===== src/rtl/sec_tick_pkg.sv =====
package sec_tick_pkg;
  localparam int TICK_W = 16;
  localparam int FRAC_W = 4;
  localparam int CAL_W  = TICK_W + FRAC_W + 1;

  typedef struct packed {
    logic              frac_en;
    logic [FRAC_W-1:0] frac;
    logic [TICK_W-1:0] ticks;
  } cal_t;

  localparam cal_t CAL_RST = 21'h198233;
endpackage


===== src/rtl/sec_cal_reg.sv =====
module sec_cal_reg
  import sec_tick_pkg::*;
#(
  parameter int IN_W = 32
) (
  input  logic            clk_i,
  input  logic            rst_ni,
  input  logic [IN_W-1:0] word_i,
  input  logic            we_i,
  output cal_t            cal_o
);
  cal_t cal_q;

  always_ff @(posedge clk_i or negedge rst_ni) begin
    if (!rst_ni)   cal_q <= CAL_RST;
    else if (we_i) cal_q <= cal_t'(word_i[CAL_W-1:0]);
  end

  assign cal_o = cal_q;
endmodule


===== src/rtl/sec_frac_acc.sv =====
module sec_frac_acc
  import sec_tick_pkg::*;
(
  input  logic              clk_i,
  input  logic              rst_ni,
  input  logic              clear_i,
  input  logic              second_i,
  input  logic              en_i,
  input  logic [FRAC_W-1:0] frac_i,
  output logic              stretch_o
);
  logic [FRAC_W-1:0] acc_q;
  logic              stretch_q;
  logic [FRAC_W:0]   sum;

  assign sum = {1'b0, acc_q} + {1'b0, frac_i};

  always_ff @(posedge clk_i or negedge rst_ni) begin
    if (!rst_ni) begin
      acc_q     <= '0;
      stretch_q <= 1'b0;
    end else if (clear_i) begin
      acc_q     <= '0;
      stretch_q <= 1'b0;
    end else if (second_i) begin
      if (en_i) begin
        acc_q     <= sum[FRAC_W-1:0];
        stretch_q <= sum[FRAC_W];
      end else begin
        stretch_q <= 1'b0;
      end
    end
  end

  assign stretch_o = stretch_q;
endmodule


===== src/rtl/sec_tick_ctr.sv =====
module sec_tick_ctr
  import sec_tick_pkg::*;
(
  input  logic              clk_i,
  input  logic              rst_ni,
  input  logic              clear_i,
  input  logic [TICK_W-1:0] limit_i,
  input  logic              stretch_i,
  output logic [TICK_W-1:0] tick_o,
  output logic              wrap_o,
  output logic              pulse_o
);
  logic [TICK_W-1:0] tick_q;
  logic              dwell_q;
  logic              pulse_q;
  logic              at_end;
  logic              wrap;

  assign at_end = (tick_q == limit_i);
  // stretched second: hold at the limit one extra cycle
  assign wrap   = at_end && (!stretch_i || dwell_q) && !clear_i;

  always_ff @(posedge clk_i or negedge rst_ni) begin
    if (!rst_ni) begin
      tick_q  <= '0;
      dwell_q <= 1'b0;
      pulse_q <= 1'b0;
    end else if (clear_i) begin
      tick_q  <= '0;
      dwell_q <= 1'b0;
      pulse_q <= 1'b0;
    end else begin
      pulse_q <= wrap;
      if (wrap) begin
        tick_q  <= '0;
        dwell_q <= 1'b0;
      end else if (at_end) begin
        dwell_q <= 1'b1;
      end else begin
        tick_q  <= tick_q + 1'b1;
      end
    end
  end

  assign tick_o  = tick_q;
  assign wrap_o  = wrap;
  assign pulse_o = pulse_q;
endmodule


===== src/rtl/sec_tick_gen.sv =====
module sec_tick_gen
  import sec_tick_pkg::*;
#(
  parameter int IN_W = 32
) (
  input  logic              clk_i,
  input  logic              rst_ni,
  input  logic [IN_W-1:0]   cal_word_i,
  input  logic              cal_we_i,
  output logic              sec_pulse_o,
  output logic [TICK_W-1:0] tick_cnt_o
);
  cal_t cal_q;
  logic stretch;
  logic wrap;

  sec_cal_reg #(.IN_W(IN_W)) u_cal (
    .clk_i  (clk_i),
    .rst_ni (rst_ni),
    .word_i (cal_word_i),
    .we_i   (cal_we_i),
    .cal_o  (cal_q)
  );

  sec_frac_acc u_frac (
    .clk_i     (clk_i),
    .rst_ni    (rst_ni),
    .clear_i   (cal_we_i),
    .second_i  (wrap),
    .en_i      (cal_q.frac_en),
    .frac_i    (cal_q.frac),
    .stretch_o (stretch)
  );

  sec_tick_ctr u_ctr (
    .clk_i     (clk_i),
    .rst_ni    (rst_ni),
    .clear_i   (cal_we_i),
    .limit_i   (cal_q.ticks),
    .stretch_i (stretch),
    .tick_o    (tick_cnt_o),
    .wrap_o    (wrap),
    .pulse_o   (sec_pulse_o)
  );
endmodule


===== config.mk =====
export PLATFORM = sky130hd
export DESIGN_NAME = sec_tick_gen
export DESIGN_NICKNAME = d
export VERILOG_FILES = /design/src/rtl/sec_tick_pkg.sv /design/src/rtl/sec_cal_reg.sv /design/src/rtl/sec_frac_acc.sv /design/src/rtl/sec_tick_ctr.sv /design/src/rtl/sec_tick_gen.sv
export SDC_FILE = /design/constraint.sdc
export NUM_CORES = 1
export LEC_CHECK = 0
export ABC_AREA = 1
export ABC_CLOCK_PERIOD_IN_PS = 2200
export CORE_MARGIN = 3
export CORE_UTILIZATION = 53
export CTS_BUF_LIST = sky130_fd_sc_hd__clkbuf_8
export DETAILED_ROUTE_END_ITERATION = 6
export PLACE_DENSITY = 0.84
export SETUP_SLACK_MARGIN = 0.15
export SYNTH_ARGS = -nofsm -noshare
export SYNTH_HDL_FRONTEND = slang
export SYNTH_SLANG_ARGS = --single-unit

===== constraint.sdc =====
create_clock -name clk_i -period 2.2 [get_ports clk_i]
set_clock_uncertainty 0.1 [all_clocks]
set_input_delay 0.33 -clock clk_i [delete_from_list [all_inputs] [get_ports clk_i]]
set_output_delay 0.33 -clock clk_i [all_outputs]
set_load 0.005 [all_outputs]

Word level (Yosys, flattened, before mapping)
Index checks and enable logic that the tools add are counted.
Widths: inputs -> output; s select.
{"block": "totals", "ff_bits": 44, "out_inout_bits": 17, "inputBits": 35}
{"block": "classes", "eq_ne": 2, "muxes": 13, "addsub": 2, "n_reduce_logical": 9}
{"op": "$mux 16", "n": 3}
{"op": "$add 16x1->16 const B", "n": 1}
{"op": "$eq 16x16->1", "n": 1}
{"op": "$mux 4", "n": 3}
{"op": "$mux 1", "n": 7}
{"op": "$add 4x4->5", "n": 1}
{"op": "$reduce_bool 2->1", "n": 2}
{"op": "$ne 3x3->1 const B", "n": 1}
{"op": "$reduce_bool 3->1", "n": 1}
{"op": "$logic_and 1x1->1", "n": 2}
{"op": "$logic_not 1->1", "n": 2}
{"op": "$reduce_and 2->1", "n": 1}
{"op": "$logic_or 1x1->1", "n": 1}

Longest topological paths before layout
Gate-level depths: netlist of run 1.
{"block": "depth", "depth_word": 6, "ltp_mapped": 12}

By module
A second synthesis of run 1 with hierarchy kept.
{"block": "hier_totals", "cells_unflattened": 368, "hier_area_um2": 2608.8}
{"mod": "sec_tick_ctr", "instances": 1, "area_each_um2": 1435.1, "seq_area_each_um2": 450.4, "cells_each": 236}
{"mod": "sec_cal_reg", "instances": 1, "area_each_um2": 814.5, "seq_area_each_um2": 536.8, "cells_each": 89}
{"mod": "sec_frac_acc", "instances": 1, "area_each_um2": 359.1, "seq_area_each_um2": 125.1, "cells_each": 43}

Worst setup path before layout of run 1
No wires, ideal clock.
{"block": "synth_path", "kind": "flip-flop to flip-flop", "startpoint": "register u_cal.cal_o[16] (netlist name)", "endpoint": "register u_frac.stretch_q, in the netlist u_frac.stretch_o", "path_slack_ns": 0.462, "stages_incl_launch_ff": 8, "setup_ns": 0.065, "path_buffers": 0, "synth_period_minus_slack_ns": 1.738, "arrival_time_ns": 1.572, "cell_sequence": "dfstp_2 ha_1 inv_1 fa_1 nand3b_1 a211oi_1 nand2_1 nand2_1"}
{"block": "synth_between", "elab_chain_cells": 4}
{"item": "$add 4x4->5", "line": "sec_frac_acc.sv:16", "rtl": "assign sum = {1'b0, acc_q} + {1'b0, frac_i};"}
{"item": "$mux 1", "line": "sec_frac_acc.sv:26", "rtl": "if (en_i) begin"}
{"item": "$mux 1", "line": "sec_frac_acc.sv:25", "rtl": "end else if (second_i) begin"}
{"item": "$mux 1", "line": "sec_frac_acc.sv:22", "rtl": "end else if (clear_i) begin"}
{"item": "to (signal assigned)", "line": "sec_frac_acc.sv:28", "rtl": "stretch_q <= sum[FRAC_W];"}
{"item": "to (decl)", "line": "sec_frac_acc.sv:13", "rtl": "logic stretch_q;"}
No other way between the ends. The select of a mux whose other input is x is not followed.
A chain may end at the register's enable or synchronous reset.

Worst setup path after layout of run 1
{"block": "layout_path", "startpoint": "register u_cal.cal_o[16] (netlist name)", "endpoint": "register u_frac.stretch_q, in the netlist u_frac.stretch_o"}
{"block": "layout_between", "elab_chain_cells": 4}
{"item": "$add 4x4->5", "line": "sec_frac_acc.sv:16"}
{"item": "$mux 1", "line": "sec_frac_acc.sv:26"}
{"item": "$mux 1", "line": "sec_frac_acc.sv:25"}
{"item": "$mux 1", "line": "sec_frac_acc.sv:22"}
No other way between the ends. The select of a mux whose other input is x is not followed.

==> flow_results.org, run 1 <==
** Global route
- Number of antenna violations at the first check in global routing :: 0
- The total overflow left after global routing is 0.
- Total global-route track usage :: 0.212
- In the global route stage, met2 resource usage came out at 0.359.
- Entering global routing, the biggest net connects 45 pins.
- In the global route stage, met3 resource usage came out at 0.0401.
- Met1 layer usage reported by global route :: 0.282
- First-pass GRT wire length :: 9100 µm
- met2 is the most crowded layer.
- The number of global-route vias before repair was approximately 2,100.

** CTS
- Number of sinks on the clock net :: 44
- Post-cts repair resize count :: 0
- Number of buffers between clock root and the deepest sink :: 2
- CTS Root Cell :: sky130_fd_sc_hd__clkbuf_8
- The clock tree synthesis step divided the H-tree into 2 levels.
- Clock transition at the registers of the reported paths :: 0.08 ns
- Number of hold buffers added after CTS :: 0
- Post-CTS Setup Inserts :: 0
- The later pin in the worst-skew pair is clocked with a latency of 0.30 ns.
- Cts bufs inserted :: 5
- TritonCTS built the clock tree.

** Pwr
- Of the total power, registers draw 0.506.
- The design draws 1.75 mW.
- Net Sw Frac :: 0.243
- Power Density :: 566 nW/µm²
- In this run the static leakage power is 1.55 nW.
- Internal power :: roughly 1.3 mW
- In this run the power spent charging and discharging nets is 425 µW.
- The share of total power dissipated in the clock network is 0.376.
- Share of power burned in combinational logic :: 0.119
- Across the VDD grid, the largest voltage drop is 0.394 mV.

** STA
- Of the available clock period, the critical path in the final layout requires 0.856.
- Timing would allow up to 531 MHz.
- Final slew viol count :: 0
- In the final timing run, aggregate negative setup slack is 0 ns.
- At the pin with the least slew margin, the transition time is 0.557 ns.
- The number of failing hold endpoints at the final stage is 0.
- On the final layout, the worst hold slack is around 0.0012 ns.
- Remaining max-slew budget at the tightest pin :: 0.629
- Least setup slack across all paths after layout :: 0.318 ns
- Setup violations remaining at the end of the flow were counted as 0.
- Setup repair after global routing left no endpoint under its margin.
- For the finished layout, the period the worst path requires is 1.88 ns.

** Placed design
- Cell area after placement :: between 2000 and 3000 µm²
- Half-perimeter wire length after placement :: 3940 µm
- Routability congestion estimate from global placement :: 0.906
- Number of input and output port buffers inserted :: 40
- Setup WS pre-CTS :: 0.350 ns

** Layout
- The net count of the finished layout is around 420.
- Relative to the synthesized area, the layout overhead comes to 23.5%.
- Post-route cell area :: 3090 µm²
- Fraction of final layout cells with drive strength greater than 1 :: 0.0911
- Leaving out fill and tap cells, the most frequent cells in the layout are 125 x sky130_fd_sc_hd__nand2_1, 42 x sky130_fd_sc_hd__inv_1, 39 x sky130_fd_sc_hd__clkdlybuf4s50_1.
- Most common cell after layout, fill and taps aside :: sky130_fd_sc_hd__nand2_1
- The repair_antennas step left the layout with diodes totalling 0.

** Floorplan
- In this run the count of I/O pins placed on the die edge is 52.
- After floorplanning, the core was sized to cover roughly 4400 µm².
- The die covers 5580 µm².
- In this run the horizontal extent of the chip is 74.7 µm.
- Measured along the y axis, the die boundary spans 74.7 µm.
- Num rows :: 24
- The initial utilization of the core area, before any placement, comes to 0.563.

** Critical path
- Type of the setup path with the least slack :: reg2reg
- Maximum cell stage delay along the critical path :: 0.54 ns
- The number of buffers and inverters on the critical path is 1.
- Data arrival time of the critical path :: 2.02 ns
- Worst setup SP type :: flop
- Cell with the biggest individual delay on the critical path :: sky130_fd_sc_hd__dfstp_2
- The most numerous cell type found on the critical path is sky130_fd_sc_hd__nand2_1.
- At the worst endpoint, the required time is 2.34 ns.
- Crit path max fanout :: 2
- The critical path goes through ha_1, inv_1, fa_1, nand3b_1, a211oi_1, nand2_1, nand2_1.
- Kind of end point of the critical path :: flop
- Crit-path leading delay family :: adder cells

** Routing
- Across all layers, the routed design uses 2,303 vias.
- Remaining routing DRC violations :: 0
- Number of routed nets with antenna violations :: 0
- After detailed routing, the average wire length per cell comes to approximately 13 µm.
- After detailed routing, the total wire length is 5450 µm.
- The detailed router finished its first iteration with 240 violations.
- For this run, the detailed router's first-pass iteration total came to 4.
- Via count normalized by instance count :: 5.28

** Logic synthesis
- Mapped Area :: 2500 µm²
- The average instance in the mapped netlist occupies between 7 and 8 µm².
- Synthesis instantiated 27 different standard cells from the library.
- Total of flip-flops plus latches after synthesis :: 44
- Number of instances in the synthesized netlist :: 339
- Register area share after synthesis :: 0.445
- Yosys printed 0 warnings.
- The number of nets in the synthesized netlist is 380.

** Worst hold path
- The tightest min-delay check is of the in2async type.

** Run status
- Status :: completed

** Run
- Max-cap violations in this run came to 0.
-- final cells by class --
type | count | area [µm²]
clock buffers | 6 | 82.6
well taps | 52 | 65.1
inverters | 45 | 170
fillers | 377 | 1360
repair buffers | 49 | 463
clock inverters | 2 | 38.8
multi-input cells | 238 | 1160
flip-flops and latches | 44 | 1110
-- metal layers --
| layer | vias to the layer above | wire, µm |
|---|---|---|
| li1 | 1169 | - |
| met1 | 1071 | 2460 |
| met2 | 56 | 2680 |
| met3 | 7 | 270 |
| met4 | 0 | 42 |
| met5 | - | 0 |
-- power groups by stage --
stage | Sequential (mW) | Combinational (mW) | Clock, mW
6_report | 0.884 | 0.208 | 0.657
5_1_grt | 0.890 | 0.239 | 0.700
4_1_cts | 0.884 | 0.211 | 0.666
3_5_place_dp | 0.899 | 0.209 | 0
3_3_place_gp | 0.898 | 0.203 | 0
2_1_floorplan | 0.893 | 0.115 | 0
-- metrics by stage --
| step | utilization | cells |
|---|---|---|
| 5_1_grt | 0.695 | 436 |
| 2_1_floorplan | - | 339 |
| 4_1_cts | 0.695 | 436 |
| 3_3_place_gp | 0.668 | 428 |
| 3_5_place_dp | 0.668 | 428 |
| 6_report | 0.695 | 436 |
-- cell families after synthesis --
group	synth area share
xor+xnor	0.0280
simple gates	0.345
buf+inv	0.0930
flops	0.445
compound gates	0.0565
fa+ha+maj	0.0330
-- path summary, 6_finish.rpt --
path                            startpoint                to  slack, ns  depth (start not counted)
hold reg to reg            u_cal.cal_o[16]   u_cal.cal_o[16]       0.37                          2
hold / removal                      rst_ni    u_cal.cal_o[8]      0.001                          2
setup / recovery           u_cal.cal_o[16]  u_frac.stretch_o       0.32                          7
min in group clk_i         u_cal.cal_o[16]   u_cal.cal_o[16]       0.37                          2
setup reg to reg           u_cal.cal_o[16]  u_frac.stretch_o       0.32                          7
max in group asynchronous           rst_ni    u_cal.cal_o[5]       1.62                          2
-- cells in the mapped netlist --
master	count	area [µm²]
sky130_fd_sc_hd__inv_1	42	158
sky130_fd_sc_hd__dfrtp_1	35	876
sky130_fd_sc_hd__nor2_4	1	11.3
sky130_fd_sc_hd__nand3_1	18	90.1
sky130_fd_sc_hd__a211oi_1	1	7.51
sky130_fd_sc_hd__fa_1	1	20.0
sky130_fd_sc_hd__clkinv_1	1	3.75
sky130_fd_sc_hd__buf_8	1	15.0
sky130_fd_sc_hd__a21oi_2	1	8.76
sky130_fd_sc_hd__ha_1	5	62.6
sky130_fd_sc_hd__nor2_2	1	6.26
sky130_fd_sc_hd__or2_2	1	6.26
sky130_fd_sc_hd__nor3_1	5	25.0
sky130_fd_sc_hd__nand2_1	125	469
sky130_fd_sc_hd__nor2_1	15	56.3
sky130_fd_sc_hd__a21oi_1	4	20.0
sky130_fd_sc_hd__nand4_1	26	163
sky130_fd_sc_hd__o21ai_0	21	105
sky130_fd_sc_hd__nand3b_1	3	22.5
sky130_fd_sc_hd__nand2_2	2	12.5
sky130_fd_sc_hd__xnor2_1	2	17.5
sky130_fd_sc_hd__clkinv_2	1	5.00
sky130_fd_sc_hd__clkbuf_1	6	22.5
sky130_fd_sc_hd__buf_2	5	25.0
sky130_fd_sc_hd__dfstp_2	9	236
sky130_fd_sc_hd__inv_2	1	3.75
sky130_fd_sc_hd__xor2_1	6	52.6
-- worst register-to-register path: cells and delay by family, from the launching register on --
kind	cells	cell delay, ns
AND/OR/NAND/NOR	3	0.33
adder cells (fa/ha/maj)	2	0.57
flip-flops	1	0.54
AO/OA/AOI/OAI	1	0.23
buffers and inverters	1	0.06
-- registers in the layout (all words and copies together), names as in the netlist --
register / count
u_cal.cal_o: 21
u_frac.acc_q: 4
u_ctr.dwell_q: 1
u_ctr.tick_o: 16
u_frac.stretch_o: 1
u_ctr.pulse_o: 1
(Power assumes the default switching activity.)
==> run 2, diff against run 1 <==
CAP_MARGIN = 25   (was not set)
==> results of run 2 <==
No change in the layout: final DEF, timing and power equal those of run 1.
